$ cat config.mk
export PLATFORM = sky130hd
export DESIGN_NAME = afb_tx_frontend
export DESIGN_NICKNAME = d
export VERILOG_FILES = /design/src/rtl/afb_pkg.sv /design/src/rtl/afb_frame_fifo.sv /design/src/rtl/afb_block_tracker.sv /design/src/rtl/afb_tx_frontend.sv
export SDC_FILE = /design/constraint.sdc
export NUM_CORES = 1
export LEC_CHECK = 0
export BUFFER_PORTS_ARGS = -buffer_cell sky130_fd_sc_hd__buf_2
export CORE_UTILIZATION = 57
export CTS_BUF_LIST = sky130_fd_sc_hd__clkbuf_4 sky130_fd_sc_hd__clkbuf_8 sky130_fd_sc_hd__clkbuf_16
export CTS_CLUSTER_DIAMETER = 50
export DETAILED_ROUTE_END_ITERATION = 16
export GPL_TIMING_DRIVEN = 0
export PLACE_DENSITY = 0.85
export SLEW_MARGIN = 10
export SYNTH_ARGS = -nofsm -noshare
export SYNTH_HDL_FRONTEND = slang
export SYNTH_SLANG_ARGS = --single-unit
$ cat constraint.sdc
create_clock -name clk -period 4.8 [get_ports clk]
set_input_delay 0.24 -clock clk [delete_from_list [all_inputs] [get_ports clk]]
set_output_delay 0.24 -clock clk [all_outputs]
set_load 0.02 [all_outputs]
$ cat src/rtl/afb_pkg.sv
package afb_pkg;
  typedef enum logic [1:0] {
    ADDR_CTRL     = 2'd0,
    ADDR_NONAUDIO = 2'd1,
    ADDR_AUDIO    = 2'd2,
    ADDR_STATUS   = 2'd3
  } afb_addr_e;

  localparam int SLOTS         = 2;
  localparam int CTRL_EMPTY_IE = 0;
  localparam int CTRL_BLOCK_IE = 1;
  localparam int STAT_UNDERRUN = 0;
  localparam int STAT_OVERFLOW = 1;
endpackage

$ cat src/rtl/afb_frame_fifo.sv
module afb_frame_fifo #(
  parameter int SW    = 24,
  parameter int SLOTS = 2,
  parameter int LW    = $clog2(SLOTS + 1)
) (
  input  logic                clk,
  input  logic                rst,
  input  logic                push,
  input  logic                take,
  input  logic [SW-1:0]       din,
  output logic [LW-1:0]       level,
  output logic [SLOTS*SW-1:0] frame
);
  localparam int IW = (SLOTS > 1) ? $clog2(SLOTS) : 1;

  logic [SW-1:0] mem [SLOTS];
  logic          full;
  logic          accept;
  logic [IW-1:0] widx;

  assign full   = (level == LW'(SLOTS));
  assign accept = push && (!full || take);
  assign widx   = take ? '0 : level[IW-1:0];

  // storage has no reset so it maps onto plain RAM bits
  always_ff @(posedge clk) begin
    if (accept) mem[widx] <= din;
  end

  always_ff @(posedge clk) begin
    if (rst)       level <= '0;
    else if (take) level <= accept ? LW'(1) : '0;
    else if (accept) level <= level + LW'(1);
  end

  for (genvar g = 0; g < SLOTS; g++) begin : g_flat
    assign frame[g*SW +: SW] = mem[g];
  end
endmodule

$ cat src/rtl/afb_block_tracker.sv
module afb_block_tracker #(
  parameter int FRAMES = 192,
  parameter int CW     = (FRAMES > 1) ? $clog2(FRAMES) : 1
) (
  input  logic clk,
  input  logic rst,
  input  logic frame_start,
  input  logic block_start,
  output logic block_end
);
  localparam logic [CW-1:0] LAST = CW'(FRAMES - 1);

  logic [CW-1:0] cnt;
  logic [CW-1:0] cnt_next;

  always_comb begin
    if (block_start)      cnt_next = '0;
    else if (cnt == LAST) cnt_next = '0;
    else                  cnt_next = cnt + CW'(1);
  end

  assign block_end = frame_start && (cnt_next == LAST);

  always_ff @(posedge clk) begin
    if (rst)              cnt <= LAST;
    else if (frame_start) cnt <= cnt_next;
  end
endmodule

$ cat src/rtl/afb_tx_frontend.sv
module afb_tx_frontend #(
  parameter int SW               = 24,
  parameter int NAW              = 4,
  parameter int FRAMES_PER_BLOCK = 192
) (
  input  logic           clk,
  input  logic           rst,
  input  logic           wr_en,
  input  logic [1:0]     wr_addr,
  input  logic [SW-1:0]  wr_data,
  input  logic           frame_start,
  input  logic           block_start,
  output logic [SW-1:0]  tx_left,
  output logic [SW-1:0]  tx_right,
  output logic [NAW-1:0] tx_nonaudio,
  output logic           tx_load,
  output logic           empty_flag,
  output logic           dma_req,
  output logic           irq_empty,
  output logic           irq_block,
  output logic           underrun,
  output logic           overflow
);
  import afb_pkg::*;

  localparam int LW = $clog2(SLOTS + 1);

  logic [LW-1:0]       fifo_level;
  logic [SLOTS*SW-1:0] fifo_frame;
  logic                fifo_full;
  logic                wr_ctrl, wr_na, wr_audio, wr_stat;
  logic                take, fill_done, ovf_hit, und_hit, blk_end;
  logic [1:0]          ctrl_q;
  logic [NAW-1:0]      na_q;
  logic                blk_q;

  assign wr_ctrl  = wr_en && (wr_addr == ADDR_CTRL);
  assign wr_na    = wr_en && (wr_addr == ADDR_NONAUDIO);
  assign wr_audio = wr_en && (wr_addr == ADDR_AUDIO);
  assign wr_stat  = wr_en && (wr_addr == ADDR_STATUS);

  assign fifo_full = (fifo_level == LW'(SLOTS));
  assign take      = frame_start && fifo_full;
  assign und_hit   = frame_start && !fifo_full;
  assign ovf_hit   = wr_audio && fifo_full && !take;
  assign fill_done = wr_audio && !take && (fifo_level == LW'(SLOTS - 1));

  afb_frame_fifo #(.SW(SW), .SLOTS(SLOTS), .LW(LW)) u_fifo (
    .clk   (clk),
    .rst   (rst),
    .push  (wr_audio),
    .take  (take),
    .din   (wr_data),
    .level (fifo_level),
    .frame (fifo_frame)
  );

  afb_block_tracker #(.FRAMES(FRAMES_PER_BLOCK)) u_blk (
    .clk         (clk),
    .rst         (rst),
    .frame_start (frame_start),
    .block_start (block_start),
    .block_end   (blk_end)
  );

  // control and non-audio holding registers
  always_ff @(posedge clk) begin
    if (rst) begin
      ctrl_q <= '0;
      na_q   <= '0;
    end else begin
      if (wr_ctrl) ctrl_q <= wr_data[1:0];
      if (wr_na)   na_q   <= wr_data[NAW-1:0];
    end
  end

  // transmit shift stage
  always_ff @(posedge clk) begin
    if (rst) begin
      tx_left     <= '0;
      tx_right    <= '0;
      tx_nonaudio <= '0;
      tx_load     <= 1'b0;
    end else begin
      tx_load <= frame_start;
      if (frame_start) tx_nonaudio <= na_q;
      if (take) begin
        tx_left  <= fifo_frame[0 +: SW];
        tx_right <= fifo_frame[SW +: SW];
      end
    end
  end

  // flags: a frame boundary takes priority over a same-cycle clear
  always_ff @(posedge clk) begin
    if (rst) begin
      empty_flag <= 1'b1;
      blk_q      <= 1'b0;
      underrun   <= 1'b0;
      overflow   <= 1'b0;
    end else begin
      if (take)           empty_flag <= 1'b1;
      else if (fill_done) empty_flag <= 1'b0;

      if (blk_end)        blk_q <= 1'b1;
      else if (fill_done) blk_q <= 1'b0;

      if (und_hit)        underrun <= 1'b1;
      else if (wr_stat && wr_data[STAT_UNDERRUN]) underrun <= 1'b0;

      if (ovf_hit)        overflow <= 1'b1;
      else if (wr_stat && wr_data[STAT_OVERFLOW]) overflow <= 1'b0;
    end
  end

  // request outputs decode registers only
  assign dma_req   = empty_flag;
  assign irq_block = blk_q && ctrl_q[CTRL_BLOCK_IE];
  assign irq_empty = empty_flag && ctrl_q[CTRL_EMPTY_IE] &&
                     !(blk_q && ctrl_q[CTRL_BLOCK_IE]);
endmodule

# Yosys cells after proc, flatten, opt, wreduce, memory -nomap -nowiden
# Memory sizes are Yosys's and may differ from the RTL's. A register that Yosys moved wholly into a read port is not among the register bits.
# Cells that the tools add are included.
[totals]
mem_count = 1
register_bits = 25
mem_bits_rw = 48
wordCells = 61
mem_bits_ro = 0
latch_bits = 0
out_inout_bits = 59
in_bits = 31
[op_classes]
muxes = 14
n_addsub = 2
div = 0
reduce_logical = 27
shift = 0
n_eq_ne = 7
bitwise_logic = 0
multipliers = 0
order_cmp = 0
[memory_table]
columns = ["memory", "depth", "word_bits", "read_ports", "rd_clocked_by_memory_dff", "write_ports", "line", "rtl"]
rows = [
  ["u_fifo.mem", 2, 24, 2, 2, 1, "afb_frame_fifo.sv:16", "logic [SW-1:0] mem [SLOTS];"],
]
[op_table]
columns = ["op", "n"]
rows = [
  ["$logic_and 1x1->1", 17],
  ["$eq 8x8->1 const B", 2],
  ["$mux 8", 2],
  ["$mux 1", 10],
  ["$add 8x1->8 const B", 1],
  ["$reduce_bool 2->1", 4],
  ["$eq 2x2->1 const B", 3],
  ["$eq 2x1->1 const B", 2],
  ["$mux 2", 2],
  ["$logic_not 1->1", 3],
  ["$add 2x1->2 const B", 1],
  ["$logic_not 2->1", 1],
  ["$reduce_or 2->1", 1],
  ["$logic_or 1x1->1", 1],
]

# Logic depth before layout (Yosys ltp)
[logic_depth]
ltp_word = 7
mapped_depth = 7
mapped_depth_nobuf = 5

# Modules after synthesis
# From an unflattened synthesis, not the netlist that was laid out.
[hier_totals]
cells_unflattened = 396
hier_area_um2 = 4897.2
[modules_own_cells]
columns = ["module", "instances", "seq_area_each_um2", "cells_each", "area_per_inst_um2"]
rows = [
  ["afb_tx_frontend", 1, 1261.2, 273, 2806.4],
  ["afb_frame_fifo", 1, 1481.4, 63, 1596.5],
  ["afb_block_tracker", 1, 160.2, 60, 494.2],
]

# Worst setup path before layout
# Ideal clock, no wire load.
[synth_path]
path_kind = "register to register"
start = "register u_fifo.level[1]"
end = "memory u_fifo.mem[0][0], enable pin"
path_stages_with_launch = 3
setup_slack_ps = 2139
required_time_ps = 4362
arrival_ps = 2224
path_buffers = 0
synth_period_minus_slack_ps = 2661
setup_time_ps = 438
cell_sequence = "dfxtp_1 > nor2b_1 > nor3_1"
[synth_via]
elab_chain_cells = 6
word_cells_on_any_way = 8
cone_classes = "1 x eq/ne; 3 x mux; 4 x reduce/logical"
[synth_lines]
columns = ["item", "line", "rtl"]
rows = [
  ["from (decl)", "afb_frame_fifo.sv:11", "output logic [LW-1:0] level,"],
  ["from (signal assigned)", "afb_frame_fifo.sv:32", "else if (take) level <= accept ? LW'(1) : '0;"],
  ["from (signal assigned)", "afb_frame_fifo.sv:33", "else if (accept) level <= level + LW'(1);"],
  ["$eq 2x2->1 (*)", "afb_frame_fifo.sv:21, afb_tx_frontend.sv:42", ""],
  ["$logic_not 1->1 / $logic_and 1x1->1 (equally long branches)", "afb_frame_fifo.sv:22, afb_tx_frontend.sv:43", ""],
  ["$logic_or 1x1->1", "afb_frame_fifo.sv:22", "assign accept = push && (!full || take);"],
  ["$logic_and 1x1->1", "afb_frame_fifo.sv:22", ""],
  ["$mux 1", "afb_frame_fifo.sv:27", "if (accept) mem[widx] <= din;"],
  ["$mux 1 (implied by the code)", "afb_frame_fifo.sv:27", ""],
  ["to (decl)", "afb_frame_fifo.sv:16", ""],
]
# Every way passes the cells marked *; elsewhere a longest branch is shown, timed or not.

# Worst setup path in the final report
[layout_path]
start = "register u_fifo.level[0]"
end = "memory u_fifo.mem[1][10], enable pin"
[layout_via]
elab_chain_cells = 6
word_cells_on_any_way = 8
cone_classes = "1 x eq/ne; 3 x mux; 4 x reduce/logical"
[layout_lines]
columns = ["item", "line"]
rows = [
  ["$eq 2x2->1", "afb_frame_fifo.sv:21, afb_tx_frontend.sv:42"],
  ["$logic_not 1->1 / $logic_and 1x1->1 (equally long branches)", "afb_frame_fifo.sv:22, afb_tx_frontend.sv:43"],
  ["$logic_or 1x1->1", "afb_frame_fifo.sv:22"],
  ["$logic_and 1x1->1", "afb_frame_fifo.sv:22"],
  ["$mux 1", "afb_frame_fifo.sv:27"],
  ["$mux 1 (implied by the code)", "afb_frame_fifo.sv:27"],
]
# Several ways; a longest one is shown, not always the timed one.

==> flow_summary.ini <==
[logic_synthesis]
netlist_instances = 388
yosysWarningCount = 0
syn_area_um2 = 4240
syn_area_per_cell_um2 = 10.9
ys_seq_area_share_pct = 68.5
synth-main-ff-cell = dfxtp_1
syn_nets = 420
synth_largest_area_cell = dfxtp_1
synth_xor_xnor_area_share_pct = 0.207
synth-async-reset-ratio_pct = 0
synth-seq-cells = 121
synthMuxAreaShare_pct = 2.36
yosys.area.top_type_share_pct = 34.5
yosys-top-cells-area = dfxtp_1, edfxtp_1, nand2_1
synth.most_common_cell = nand2_1
synth.distinct_cells = 41
synth_compound_area_share_pct = 10.0
synth-edff-count = 48
synthAdderAreaFrac_pct = 0.295
synth_common_cells = nand2_1, dfxtp_1, a21oi_1
synthSimpleGateAreaFrac_pct = 15.1
synth_top_family_by_area = simple AND/OR/NAND/NOR gates

[pwr]
power.density_nw_per_um2 = 412
p_seq_share_pct = 47.7
pwr-share-comb_pct = 4.9
p_int_mw = 1.77
ir_worst_vdd_mv = 0.302
p_leak_nw = 2.24
power.share.switching_pct = 23.2
switching_power_mw = 0.535
pwr-share-clk_pct = 47.4

[cts]
htree_levels = 4
cts_buffer_depth = 2
ctsRootBufferMaster = clkbuf_8
clk_latency_ps = 510
cts_tree = yes
post_cts_resized = 0
post_cts.repair.setup_buffers = 0
clk_pin_slew_ps = 60
numCtsBuffers = 17
cts_hold_buf = 24
clkSinkCount = 121

[critical_path]
crit_path_cell_trace = nand4b_1, inv_1
worst-path-buf-inv = 1
r2r_setup_slack_ps = 3030
slowest_delay_ps = 790
required_ps = 4930
critPathKind = reg2reg
cp.arrival_ps = 1900
startpoint_type = register
timing.rr.start = u_fifo.level[0]$_SDFFE_PP0P_
critPathTopFamily = buffers and inverters
crit_cells = 2
timing.rr.end = u_fifo.mem[1][10]$_DFFE_PP_
reg2reg_depth = 2
cp-end-kind = register
slowest_stage = inv_1
critPathMaxFanout = 24

[detailed_routing]
postRouteAntennaNets = 0
drc_errors = 0
vias_per_cell = 5.40
first_pass_iters = 5
vias = 3416
wirelength_um = 10300
drt-wirelength-per-cell_um = 16.2
drt_iter0_drc = 245

[sta]
fmax_mhz = 566
rsz0062_at_grt = no
finalCriticalPeriod_ps = 1770
slew_violations = 0
worst_pin_slew_ps = 1020
finalSetupTns_ps = 0
period_share_pct = 36.8
whs_ps = 119
finalClockSkew_ps = 8.26
slew_headroom_pct = 31.7
setup-violations-final = 0
finalHoldViolCount = 0

[global_route]
grt_max_degree = 25
grtUsageTotal_pct = 27.8
grt_pass1_vias = 3309
grt-ovfl-total = 0
grt_pass1_wl_um = 15700
antenna_found_initial = 0

[cells_and_area]
diodes = 0
final_area_um2 = 5590
area_growth_pct = 31.9
layout-drive-gt1-share_pct = 25.8
seqCellArea_um2 = 2900
num-fill-cells = 439
multi_input_area_um2 = 1190
final_nets = 553

[worst_hold_path]
hold_start = block_start
min_path_type = in2reg
min_delay_worst_endpoint = u_blk.cnt[0]$_SDFFE_PP1P_
hold_path_depth = 3

[floorplan]
core-area_um2 = 7210
io_pins = 90
fp.dieArea_um2 = 7780
dieHeight_um = 88.2
initial_core_util_pct = 58.7
die_w_um = 88.2
fp-row-count = 31

[place]
gp_congestion = 0.874
portBuffers = 88
hpwl_um = 6030
placed_area_um2 = 4830

[status]
status = finished clean

[job]
maxCapViolations = 0
[stage by stage]
| step | util (%) | power (mW) | instances | worst slack (ps) |
|---|---|---|---|---|
| 2_1_floorplan | - | 1.17 | 388 | 2140 |
| 5_1_grt | 77.5 | 2.37 | 633 | 2920 |
| 4_1_cts | 77.5 | 2.30 | 633 | 3020 |
| 3_5_place_dp | 66.9 | 1.21 | 577 | 3000 |
| 6_report | 77.5 | 2.30 | 633 | 3030 |
| 3_3_place_gp | 66.6 | 1.21 | 575 | 1140 |
[cells by family after synthesis]
kind of cell | Yosys count
multiplexers | 10
AND/OR/NAND/NOR | 149
XOR/XNOR | 1
AO/OA/AOI/OAI | 76
buffers and inverters | 30
adder cells (fa/ha/maj) | 1
flip-flops | 121
[power by group through the flow]
| stage | registers, mW | logic (mW) | clock network, mW |
|---|---|---|---|
| after detailed placement | 1.12 | 0.0950 | 0 |
| after CTS | 1.10 | 0.111 | 1.09 |
| after floorplan | 1.12 | 0.0537 | 0 |
| after global routing | 1.10 | 0.123 | 1.15 |
| final | 1.10 | 0.113 | 1.09 |
| after global placement | 1.12 | 0.0904 | 0 |
[state kept, by name, summed over array words and instances (netlist names), 2 cells and up]
name,flops
tx_nonaudio,4
u_blk.cnt,8
tx_left,24
ctrl_q,2
u_fifo.level,2
u_fifo.mem,48
tx_right,24
na_q,4
[per-layer routing]
layer / GRT usage [%] / vias up / share of wire [%]
li1: - / 1605 / -
met1: 32.0 / 1604 / 39
met2: 47.7 / 183 / 52
met3: 8.30 / 24 / 7.5
met4: 12.8 / 0 / 2.0
met5: 0 / - / 0
[final cells by class]
class | instances | share of cell area [%]
sequential | 121 | 51.9
inverter | 5 | 0.336
timing repair buffer | 114 | 12.6
clock inverter | 15 | 1.88
tap | 99 | 2.22
clock buffer | 17 | 7.41
multi-input combinational | 237 | 21.3
buffer | 25 | 2.33
[cell usage in the layout, fill, tap and decap left out, drive strengths merged, types with 2 or more instances in the layout]
cell type,n
buf,104
a22oi,2
a21oi,57
nor4,2
mux2i,10
dlygate4sd3,24
nand3,5
o21ai,7
nand2b,2
nand4,3
clkinvlp,5
nor2,20
clkbuf,28
nor2b,3
nor3,3
a31oi,2
dfxtp,73
or2,2
inv,7
nand3b,4
clkinv,8
nand2,100
edfxtp,48
[worst max-delay path by stage]
stage,slack (ps),to,start
after floorplan,2140,u_fifo.mem[0][0]$_DFFE_PP_,u_fifo.level[1]$_SDFFE_PP0P_
after global placement,1140,u_fifo.mem[0][10]$_DFFE_PP_,wr_addr[0]
after detailed placement,3000,u_fifo.mem[1][14]$_DFFE_PP_,wr_addr[0]
after CTS,3020,u_fifo.mem[1][11]$_DFFE_PP_,u_fifo.level[0]$_SDFFE_PP0P_
after global routing,2920,u_fifo.mem[1][5]$_DFFE_PP_,u_fifo.level[0]$_SDFFE_PP0P_
final,3030,u_fifo.mem[1][10]$_DFFE_PP_,u_fifo.level[0]$_SDFFE_PP0P_
[worst reg2reg max path: cells and delay by family, from the launching register on]
family	cells	cell delay (ps)
flip-flops	1	400
buffers and inverters	1	790
AND/OR/NAND/NOR	1	190
Note: power is estimated with default switching activity, not from simulation.
